==> src/rtl/fan_tach_pkg.sv <==
// Package: shared types and field positions for the fan tach period meter.
// Assumes a 32-bit result word with the done flag in its top bit.
package fan_tach_pkg;

    localparam int unsigned RES_W         = 32;
    localparam int unsigned DONE_POS      = 31;
    localparam int unsigned MODE_FALL_BIT = 0;
    localparam int unsigned MODE_BOTH_BIT = 1;

    typedef enum logic [1:0] {
        ST_IDLE  = 2'd0,
        ST_ARMED = 2'd1,
        ST_COUNT = 2'd2
    } chan_st_e;

endpackage

==> src/rtl/fan_tach_sync.sv <==
// Two-flop synchronizer for one asynchronous tach input, followed by an
// edge register. Produces one-cycle rise and fall strobes. Assumes the
// tach input is slow compared with clk.
module fan_tach_sync (
    input  logic clk,
    input  logic rst_n,
    input  logic tach_i,
    output logic rise_o,
    output logic fall_o
);
    logic meta_q, sync_q, prev_q;

    // Synchronize the input and keep one cycle of history for edge detection.
    always_ff @(posedge clk) begin
        if (!rst_n) begin
            meta_q <= 1'b0;
            sync_q <= 1'b0;
            prev_q <= 1'b0;
        end else begin
            meta_q <= tach_i;
            sync_q <= meta_q;
            prev_q <= sync_q;
        end
    end

    // Edge strobes, one cycle wide.
    always_comb begin
        rise_o = sync_q & ~prev_q;
        fall_o = ~sync_q & prev_q;
    end
endmodule

==> src/rtl/fan_tach_ticker.sv <==
// Tach-clock prescaler: gives one tick every 4 << (2*div_sel_i) cycles
// while run_i is high. clr_i restarts the phase, so the first tick comes
// one full ratio after the clear.
module fan_tach_ticker #(
    parameter int unsigned DIV_W = 2
) (
    input  logic             clk,
    input  logic             rst_n,
    input  logic [DIV_W-1:0] div_sel_i,
    input  logic             clr_i,
    input  logic             run_i,
    output logic             tick_o
);
    localparam int unsigned MAX_SHIFT = 2 * ((1 << DIV_W) - 1);
    localparam int unsigned PRE_W     = 2 + MAX_SHIFT;

    logic [PRE_W-1:0] pre_q;
    logic [PRE_W:0]   ratio_m1;

    // Terminal count for the selected ratio, and the tick decode.
    always_comb begin
        ratio_m1 = ((PRE_W+1)'(4) << {div_sel_i, 1'b0}) - (PRE_W+1)'(1);
        tick_o   = run_i && ((PRE_W+1)'(pre_q) >= ratio_m1);
    end

    // Phase counter: cleared on restart, wraps on every tick.
    always_ff @(posedge clk) begin
        if (!rst_n || clr_i) begin
            pre_q <= '0;
        end else if (run_i) begin
            pre_q <= tick_o ? '0 : pre_q + PRE_W'(1);
        end
    end
endmodule

==> src/rtl/fan_tach_chan.sv <==
// Measurement sequencer for one channel. A trigger rise arms the channel.
// The first qualifying edge starts counting ticks. The next qualifying
// edge posts done and the count. Window expiry posts done with an all-ones
// count. Assumes UNIT_W <= CNT_W, so the count cannot wrap inside a window.
module fan_tach_chan
    import fan_tach_pkg::*;
#(
    parameter int unsigned CNT_W  = 20,
    parameter int unsigned UNIT_W = 16
) (
    input  logic              clk,
    input  logic              rst_n,
    input  logic              trig_i,
    input  logic              en_i,
    input  logic              rise_i,
    input  logic              fall_i,
    input  logic              tick_i,
    input  logic [1:0]        mode_i,
    input  logic [UNIT_W-1:0] units_i,
    output logic              pre_clr_o,
    output logic              pre_run_o,
    output logic              done_o,
    output logic [CNT_W-1:0]  count_o
);
    chan_st_e          st_q;
    logic              trig_q;
    logic [UNIT_W-1:0] win_q;
    logic [CNT_W-1:0]  cnt_q;
    logic              trig_rise, qual, win_hit;

    // Trigger edge, edge qualification, window expiry and prescaler control.
    always_comb begin
        trig_rise = trig_i & ~trig_q;
        if (mode_i[MODE_BOTH_BIT])      qual = rise_i | fall_i;
        else if (mode_i[MODE_FALL_BIT]) qual = fall_i;
        else                            qual = rise_i;
        win_hit   = tick_i &&
                    (((UNIT_W+1)'(win_q) + (UNIT_W+1)'(1)) >= (UNIT_W+1)'(units_i));
        pre_clr_o = en_i & (trig_rise | ((st_q == ST_ARMED) & qual));
        pre_run_o = (st_q != ST_IDLE);
    end

    // Trigger history, tracked whether or not the channel is enabled.
    always_ff @(posedge clk) begin
        if (!rst_n) trig_q <= 1'b0;
        else        trig_q <= trig_i;
    end

    // Sequencer, window counter, tick counter and result registers.
    always_ff @(posedge clk) begin
        if (!rst_n) begin
            st_q    <= ST_IDLE;
            win_q   <= '0;
            cnt_q   <= '0;
            done_o  <= 1'b0;
            count_o <= '0;
        end else if (!en_i) begin
            st_q <= ST_IDLE;
        end else if (trig_rise) begin
            st_q    <= ST_ARMED;
            win_q   <= '0;
            cnt_q   <= '0;
            done_o  <= 1'b0;
            count_o <= '0;
        end else begin
            if ((st_q != ST_IDLE) && tick_i) win_q <= win_q + UNIT_W'(1);
            case (st_q)
                ST_ARMED: begin
                    if (qual) begin
                        st_q  <= ST_COUNT;
                        cnt_q <= '0;
                    end else if (win_hit) begin
                        st_q    <= ST_IDLE;
                        done_o  <= 1'b1;
                        count_o <= '1;
                    end
                end
                ST_COUNT: begin
                    if (qual) begin
                        st_q    <= ST_IDLE;
                        done_o  <= 1'b1;
                        count_o <= cnt_q + CNT_W'(tick_i);
                    end else if (win_hit) begin
                        st_q    <= ST_IDLE;
                        done_o  <= 1'b1;
                        count_o <= '1;
                    end else if (tick_i) begin
                        cnt_q <= cnt_q + CNT_W'(1);
                    end
                end
                default: ;
            endcase
        end
    end
endmodule

==> src/rtl/fan_tach_meter.sv <==
// Top level: one synchronizer, one prescaler and one sequencer per channel.
// The divider code, edge mode and window length are shared by all channels.
// Each channel's result word packs done (bit 31) and count (low CNT_W bits).
// Assumes CNT_W < 31 and UNIT_W <= CNT_W.
module fan_tach_meter
    import fan_tach_pkg::*;
#(
    parameter int unsigned NUM_CH = 4,
    parameter int unsigned DIV_W  = 2,
    parameter int unsigned UNIT_W = 16,
    parameter int unsigned CNT_W  = 20
) (
    input  logic                    clk,
    input  logic                    rst_n,
    input  logic [NUM_CH-1:0]       tach_i,
    input  logic [NUM_CH-1:0]       trig_i,
    input  logic [NUM_CH-1:0]       chan_en_i,
    input  logic [DIV_W-1:0]        div_sel_i,
    input  logic [1:0]              edge_mode_i,
    input  logic [UNIT_W-1:0]       win_units_i,
    output logic [NUM_CH*RES_W-1:0] result_o
);
    localparam int unsigned PAD_W = DONE_POS - CNT_W;

    logic [NUM_CH-1:0]       done_v;
    logic [NUM_CH*CNT_W-1:0] count_v;

    for (genvar g = 0; g < NUM_CH; g++) begin : g_ch
        logic rise, fall, tick, pre_clr, pre_run;

        fan_tach_sync u_sync (
            .clk    (clk),
            .rst_n  (rst_n),
            .tach_i (tach_i[g]),
            .rise_o (rise),
            .fall_o (fall)
        );

        fan_tach_ticker #(.DIV_W(DIV_W)) u_tick (
            .clk       (clk),
            .rst_n     (rst_n),
            .div_sel_i (div_sel_i),
            .clr_i     (pre_clr),
            .run_i     (pre_run),
            .tick_o    (tick)
        );

        fan_tach_chan #(.CNT_W(CNT_W), .UNIT_W(UNIT_W)) u_chan (
            .clk       (clk),
            .rst_n     (rst_n),
            .trig_i    (trig_i[g]),
            .en_i      (chan_en_i[g]),
            .rise_i    (rise),
            .fall_i    (fall),
            .tick_i    (tick),
            .mode_i    (edge_mode_i),
            .units_i   (win_units_i),
            .pre_clr_o (pre_clr),
            .pre_run_o (pre_run),
            .done_o    (done_v[g]),
            .count_o   (count_v[g*CNT_W +: CNT_W])
        );

        // Result word packing for this channel.
        assign result_o[g*RES_W +: RES_W] =
            {done_v[g], {PAD_W{1'b0}}, count_v[g*CNT_W +: CNT_W]};
    end
endmodule

==> config.mk <==
export PLATFORM = sky130hd
export DESIGN_NAME = fan_tach_meter
export DESIGN_NICKNAME = d
export VERILOG_FILES = /design/src/rtl/fan_tach_pkg.sv /design/src/rtl/fan_tach_sync.sv /design/src/rtl/fan_tach_ticker.sv /design/src/rtl/fan_tach_chan.sv /design/src/rtl/fan_tach_meter.sv
export SDC_FILE = /design/constraint.sdc
export NUM_CORES = 1
export LEC_CHECK = 0
export BUFFER_PORTS_ARGS = -buffer_cell sky130_fd_sc_hd__buf_2
export CORE_ASPECT_RATIO = 1.1
export CORE_MARGIN = 5
export CORE_UTILIZATION = 40
export DETAILED_ROUTE_END_ITERATION = 10
export PLACE_DENSITY_LB_ADDON = 0.12
export SYNTH_ARGS = -nofsm -noshare
export SYNTH_HDL_FRONTEND = slang
export SYNTH_SLANG_ARGS = --single-unit
==> constraint.sdc <==
create_clock -name clk -period 4.52 [get_ports clk]
set_input_delay 0.904 -clock clk [delete_from_list [all_inputs] [get_ports clk]]
set_output_delay 0.904 -clock clk [all_outputs]
set_load 0.01 [all_outputs]
==> Yosys cells after proc, flatten, opt, wreduce, memory -nomap -nowiden <==
Index checks and enable logic that the tools add are counted.
{ "op_classes": {"multipliers": 0, "n_div": 0, "muxes": 104, "n_shift": 1, "n_reduce_logical": 53, "n_eq_ne": 28, "addsub": 21, "order_cmp": 8, "n_bitwise": 45} }
{ "ops": {"columns": ["operator", "count"], "rows": [
  ["2-to-1 mux 20 bit", 36],
  ["case mux 20 bit (2 select lines)", 8],
  ["2-to-1 mux 16 bit", 8],
  ["adder 20 x 1 -> 20 bit", 4],
  ["adder 20 x 1 -> 20 bit, second input constant", 4],
  ["adder 16 x 1 -> 17 bit, second input constant", 4],
  [">= comparator 17 x 16 -> 1 bit", 4],
  ["adder 16 x 1 -> 16 bit, second input constant", 4],
  [">= comparator 8 x 9 -> 1 bit", 4],
  ["!= test 3 x 2 -> 1 bit, second input constant", 12],
  ["adder 8 x 1 -> 8 bit, second input constant", 4],
  ["2-to-1 mux 8 bit", 4],
  ["2-to-1 mux 1 bit", 28],
  ["2-to-1 mux 2 bit", 12],
  ["!= test 3 x 1 -> 1 bit, second input constant", 8],
  ["AND reduction 6 bit", 4],
  ["nonzero test 2 bit", 12],
  ["bitwise AND 1 bit", 20],
  ["NOT 1 bit", 17],
  ["case mux 2 bit (2 select lines)", 4],
  ["AND reduction 2 bit", 8],
  ["logical AND 1 bit", 12],
  ["AND reduction 3 bit", 4],
  ["nonzero test 3 bit", 4],
  ["9 further kinds", 31]
]} }
{ "totals": {"mem_bits_rw": 0, "out_inout_bits": 128, "latch_bits": 0, "word_cells": 304, "memories": 0, "input_bits": 34, "ff_bits": 284, "romBits": 0} }

==> Logic depth before layout (Yosys ltp) <==
{ "depth": {"ltp_word": 9, "depth_mapped": 17, "mapped_depth_nobuf": 16} }

==> Cells and area by module <==
A second synthesis with hierarchy kept.
{ "hier_totals": {"hier_cells": 2561, "area_unflattened_um2": 20017.9} }
{ "modules_own_cells": {"columns": ["mod", "n_inst", "area_each_um2", "cells_each"], "rows": [
  ["fan_tach_chan", 4, 4221.5, 555],
  ["fan_tach_ticker", 4, 608.1, 66],
  ["fan_tach_sync", 4, 91.3, 8],
  ["fan_tach_meter", 1, 334.1, 45]
]} }

==> Worst setup path after synthesis <==
No wires, ideal clock.
{ "synth_path": {"kind": "input to register", "from": "input div_sel_i[0]", "to": "register g_ch[1].u_chan.count_o[14]", "setup_slack_ps": 329, "arrival_ps": 4121, "stages": 15, "path_buffers": 0, "t_required_ps": 4450, "cell_sequence": "nor2_1 > ha_1 > a211o_1 > o2111ai_1 > a31o_2 > a21oi_1 > ha_1 > ha_1 > and3_1 > nor4b_1 > nand3_1 > xor2_1 > a21oi_1 > o211ai_1 > a21oi_1"} }
{ "synth_via": {"elab_chain_cells": 9, "word_cells_on_any_way": 11} }
{ "synth_rtl": {"columns": ["item", "line_no", "source"], "rows": [
  ["start: declaration", "fan_tach_meter.sv:18", "input logic [DIV_W-1:0] div_sel_i,"],
  ["left shift 3 x 3 -> 9 bit (*)", "fan_tach_ticker.sv:22", "ratio_m1 = ((PRE_W+1)'(4) << {div_sel_i, 1'b0}) - (PRE_W+1)'(1);"],
  ["subtractor 9 x 2 -> 9 bit (*)", "fan_tach_ticker.sv:22", null],
  [">= comparator 8 x 9 -> 1 bit (*)", "fan_tach_ticker.sv:23", "tick_o = run_i && ((PRE_W+1)'(pre_q) >= ratio_m1);"],
  ["logical AND 1 bit (*)", "fan_tach_ticker.sv:23", null],
  ["branches (longest 3 deep; another with adder 20 x 1 -> 20 bit)", null, null],
  ["case mux 20 bit (2 select lines) (*)", "fan_tach_chan.sv:67", "case (st_q)"],
  ["2-to-1 mux 20 bit (*)", "fan_tach_chan.sv:59", "end else if (trig_rise) begin"],
  ["end signal: assignment", "fan_tach_chan.sv:82", "count_o <= cnt_q + CNT_W'(tick_i);"],
  ["end: declaration", "fan_tach_chan.sv:23", "output logic [CNT_W-1:0] count_o"]
]} }
Mark *: on every way between the ends. The select of a mux whose other input is x is not followed.
A chain may end at the register's enable or synchronous reset.

==> Worst setup path in the final report <==
{ "layout_path": {"from": "register g_ch[2].u_chan.win_q[0]", "to": "register g_ch[2].u_chan.cnt_q[12]"} }
{ "layout_via": {"elab_chain_cells": 5} }
{ "layout_rtl": {"columns": ["item", "line_no", "source"], "rows": [
  ["start: declaration", "fan_tach_chan.sv:27", "logic [UNIT_W-1:0] win_q;"],
  ["start signal: assignment", "fan_tach_chan.sv:66", "if ((st_q != ST_IDLE) && tick_i) win_q <= win_q + UNIT_W'(1);"],
  ["adder 16 x 1 -> 17 bit", "fan_tach_chan.sv:38", "(((UNIT_W+1)'(win_q) + (UNIT_W+1)'(1)) >= (UNIT_W+1)'(units_i));"],
  [">= comparator 17 x 16 -> 1 bit", "fan_tach_chan.sv:38", null],
  ["logical AND 1 bit", "fan_tach_chan.sv:37", "win_hit = tick_i &&"],
  ["!= test 3 x 2 -> 1 bit (no line)", null, null],
  ["AND reduction 6 bit (no line)", null, null],
  ["end signal: assignment", "fan_tach_chan.sv:88", "cnt_q <= cnt_q + CNT_W'(1);"],
  ["end: declaration", "fan_tach_chan.sv:28", "logic [CNT_W-1:0] cnt_q;"]
]} }
Every way passes these cells.

==> results.sh <==
export IMPL_outcome="finished clean"
export IMPL_drtAntennaViolNets=0
export IMPL_drcViolationCount=0
export IMPL_drive_gt1_share_pct=10.7
export IMPL_portBuffers=117
export IMPL_syn_area_per_cell_um2=7.90
export IMPL_grt_pass1_vias=15600
export IMPL_path_max_fanout=31
export IMPL_rsz0062_at_grt="false"
export IMPL_grtUsageMet1_pct=24.4
export IMPL_maxSlewViolCount=0
export IMPL_synth_compound_area_share_pct=21.9
export IMPL_dp_hpwl_um=36400
export IMPL_first_pass_iters=6
export IMPL_met2_usage_pct=33.5
export IMPL_start_util_pct=40.2
export IMPL_grt_overflow_total=0
export IMPL_p_leak_nw=8.14
export IMPL_period_needed_ps=4150
export IMPL_fin_area_um2=20500
export IMPL_numCtsBuffers=36
export IMPL_synthAdderAreaFrac_pct=8.79
export IMPL_clk_latency_ps=540
export IMPL_synthArstFlopShare_pct=0
export IMPL_setup_viol=0
export IMPL_vdd_drop_max_mv=0.254
export IMPL_globalRouteTotalUtil_pct=19.2
export IMPL_yosysUniqueCellTypes=74
export IMPL_muxShareOfSynthArea_pct=0.735
export IMPL_antenna_found_initial=1
export IMPL_ys_seq_area_share_pct=31.2
export IMPL_worstPathArrival_ps=4620
export IMPL_syn_to_final_growth_pct=12.3
export IMPL_seqCellArea_um2=5690
export IMPL_rows=82
export IMPL_fill_cells=4580
export IMPL_wirelength_um=49900
export IMPL_die_w_um=213
export IMPL_instances_no_fill=2979
export IMPL_post_route_period_util_pct=91.8
export IMPL_dpl_instance_area_um2=19200
export IMPL_pre_cts_ws_ps=214
export IMPL_crit_type="flop to flop"
export IMPL_ys_seq_elements=284
export IMPL_wire_per_inst_um=16.7
export IMPL_whs_path_depth=1
export IMPL_place_gp_congestion=0.847
export IMPL_powerDensity_nw_per_um2=293
export IMPL_synthSimpleGateAreaFrac_pct=23.4
export IMPL_ioPinCount=162
export IMPL_synth_cells=2306
export IMPL_max_clock_path_buffers=3
export IMPL_ys_warn_count=0
export IMPL_cts_root_buf="clkbuf_16"
export IMPL_coreArea_um2=45300
export IMPL_cts_tree="done"
export IMPL_path_clk_slew_ps=60
export IMPL_p_total_mw=5.99
export IMPL_fin_nets=2529
export IMPL_fin_skew_ps=15.5
export IMPL_min_path_type="flop to flop"
export IMPL_die_y_um=234
export IMPL_slew_headroom_pct=37.3
export IMPL_clock_sinks=284
export IMPL_vias=16700
export IMPL_synth_xor_xnor_area_share_pct=7.60
export IMPL_finalHoldViolations=0
export IMPL_routed_via_density=5.60
export IMPL_grt_start_max_net_pins=77
export IMPL_tightest_slew_ps=914
export IMPL_drt_iter0_markers=741
export IMPL_reg2reg_depth=15
export IMPL_diodes=0
export IMPL_syn_area_um2=18200
export IMPL_fmax_ghz=0.241
export IMPL_multi_input_area_um2=11600
export IMPL_dp_cells=2917
export IMPL_synth_top_family_by_area="simple AND/OR/NAND/NOR gates"
export IMPL_grt_pass1_wl_um=79800
export IMPL_dieArea_um2=49900
export IMPL_fin_ws_ps=372
export IMPL_finalSetupTns_ps=0
export IMPL_htreeDepth=2
export IMPL_cp_required_ps=4990
export IMPL_drv_cap=0
export IMPL_use_met3_pct=2.88
export IMPL_synth_edf_count=0
export IMPL_crit_path_end_kind="flop"
export IMPL_start_kind="flop"
export IMPL_synthFlopType="dfxtp_1"
export IMPL_grt_busiest_layer="met2"
==> per-layer routing <==
| metal | wire length (um) | vias to the layer above |
|---|---|---|
| li1 | - | 8390 |
| met3 | 1680 | 80 |
| met5 | 7 | - |
| met2 | 24500 | 270 |
| met4 | 1390 | 2 |
| met1 | 22300 | 7936 |
==> repair_timing <==
item | CTS | global route
endpoints found under the setup margin | 0 | 17
hold buffers | 0 | 0
buffers inserted | 0 | 0
resized for setup | 0 | 3
==> registers in the layout (all words and copies together), names as in the netlist <==
register,flops
g_ch.u_chan.win_q,64
g_ch.u_tick.pre_q,32
g_ch.u_chan.done_o,4
g_ch.u_sync.meta_q,4
g_ch.u_chan.st_q,8
g_ch.u_sync.prev_q,4
g_ch.u_chan.count_o,80
g_ch.u_sync.sync_q,4
g_ch.u_chan.trig_q,4
g_ch.u_chan.cnt_q,80
==> area by class of cell <==
cell class                      count  area share [%]
Timing Repair Buffer              168            4.82
Clock inverter                     17            1.30
Clock buffer                       45            4.82
Sequential cell                   284            27.8
Inverter                           68            1.25
Multi-Input combinational cell   1809            56.4
Tap cell                          588            3.59
==> worst max-delay path, stage by stage, from the launching register on <==
cell and delay (ps):
dfxtp_1 430, ha_1 270, and3_1 240, nand3_1 170, nor2_1 280, and3_1 210, xor2_1 190, ha_1 270
nand2_1 90, nor3_1 50, a211oi_1 210, nand3_1 190, or4b_1 530, buf_4 230, or4_1 530, a21oi_1 150
==> synthesized netlist by cell type, drive strengths merged, types with 4 or more instances <==
| library cell | count | area [um^2] |
|---|---|---|
| and2 | 27 | 169 |
| a211oi | 12 | 95.1 |
| nor3 | 38 | 195 |
| a31oi | 10 | 62.6 |
| o211ai | 117 | 878 |
| and3b | 7 | 61.3 |
| mux2i | 10 | 100 |
| or4 | 38 | 285 |
| nor2b | 22 | 138 |
| a21boi | 29 | 218 |
| inv | 68 | 255 |
| a22o | 5 | 43.8 |
| ha | 128 | 1600 |
| nor4 | 13 | 87.6 |
| a32o | 4 | 40.0 |
| o22ai | 13 | 81.3 |
| a21o | 37 | 278 |
| dfxtp | 284 | 5690 |
| o21a | 13 | 97.6 |
| nand2b | 25 | 156 |
| o21ai | 146 | 734 |
| or3b | 5 | 43.8 |
| nand4 | 62 | 388 |
| nor2 | 159 | 597 |
| a211o | 6 | 52.6 |
| a2111oi | 4 | 35.0 |
| nand3 | 117 | 586 |
| xor2 | 85 | 744 |
| and3 | 31 | 194 |
| or3 | 27 | 174 |
| xnor2 | 73 | 639 |
| nand2 | 218 | 818 |
| o41ai | 5 | 51.3 |
| or2 | 10 | 62.6 |
| and4 | 14 | 123 |
| clkbuf | 125 | 469 |
| o31ai | 32 | 240 |
| a21oi | 171 | 856 |
| nand3b | 15 | 113 |
| buf | 63 | 430 |
==> per-stage QoR <==
stage | hold WS (ps) | util [%]
after floorplan | 412 | -
after global placement | 424 | 42.4
after detailed placement | 424 | 42.4
after CTS | 438 | 45.1
after global routing | 445 | 45.1
final | 433 | 45.1
==> kinds of logic after synthesis <==
| kind of cell | count (synthesis) |
|---|---|
| AOI/OAI and AO/OA | 629 |
| xor gates and xnor gates | 158 |
| adders and majority gates | 128 |
| buffers and inverters | 256 |
| DFF | 284 |
| muxes | 13 |
| other | 1 |
| and+or+nand+nor | 837 |
==> final timing paths <==
kind | from | end | slack, ps
max | g_ch[2].u_chan.win_q[0] | g_ch[2].u_chan.cnt_q[12] | 370
min | g_ch[3].u_sync.meta_q | g_ch[3].u_sync.sync_q | 430
max reg2reg | g_ch[2].u_chan.win_q[0] | g_ch[2].u_chan.cnt_q[12] | 370
min reg2reg | g_ch[3].u_sync.meta_q | g_ch[3].u_sync.sync_q | 430
==> layout by cell type, fill, tap and decap left out, types with 38 or more instances in the layout <==
cell type | netlist | routed
ha_1 | 128 | 128
o21ai_0 | 139 | 136
nand3_1 | 117 | 117
dfxtp_1 | 284 | 284
or4_1 | 38 | 38
xnor2_1 | 73 | 73
a21oi_1 | 171 | 171
inv_1 | 68 | 68
buf_4 | 48 | 50
nand4_1 | 62 | 62
buf_2 | 11 | 116
conb_1 | 1 | 44
nor2_1 | 159 | 157
xor2_1 | 85 | 85
o211ai_1 | 117 | 117
nand2_1 | 218 | 218
==> power by group <==
group	switching [mW]	internal [mW]	total, mW
Sequential	0.0103	2.51	2.53
Combinational	0.259	0.107	0.366
Clock	1.16	1.94	3.10
Total	1.43	4.56	5.99
Note: power is estimated with default switching activity, not from simulation.
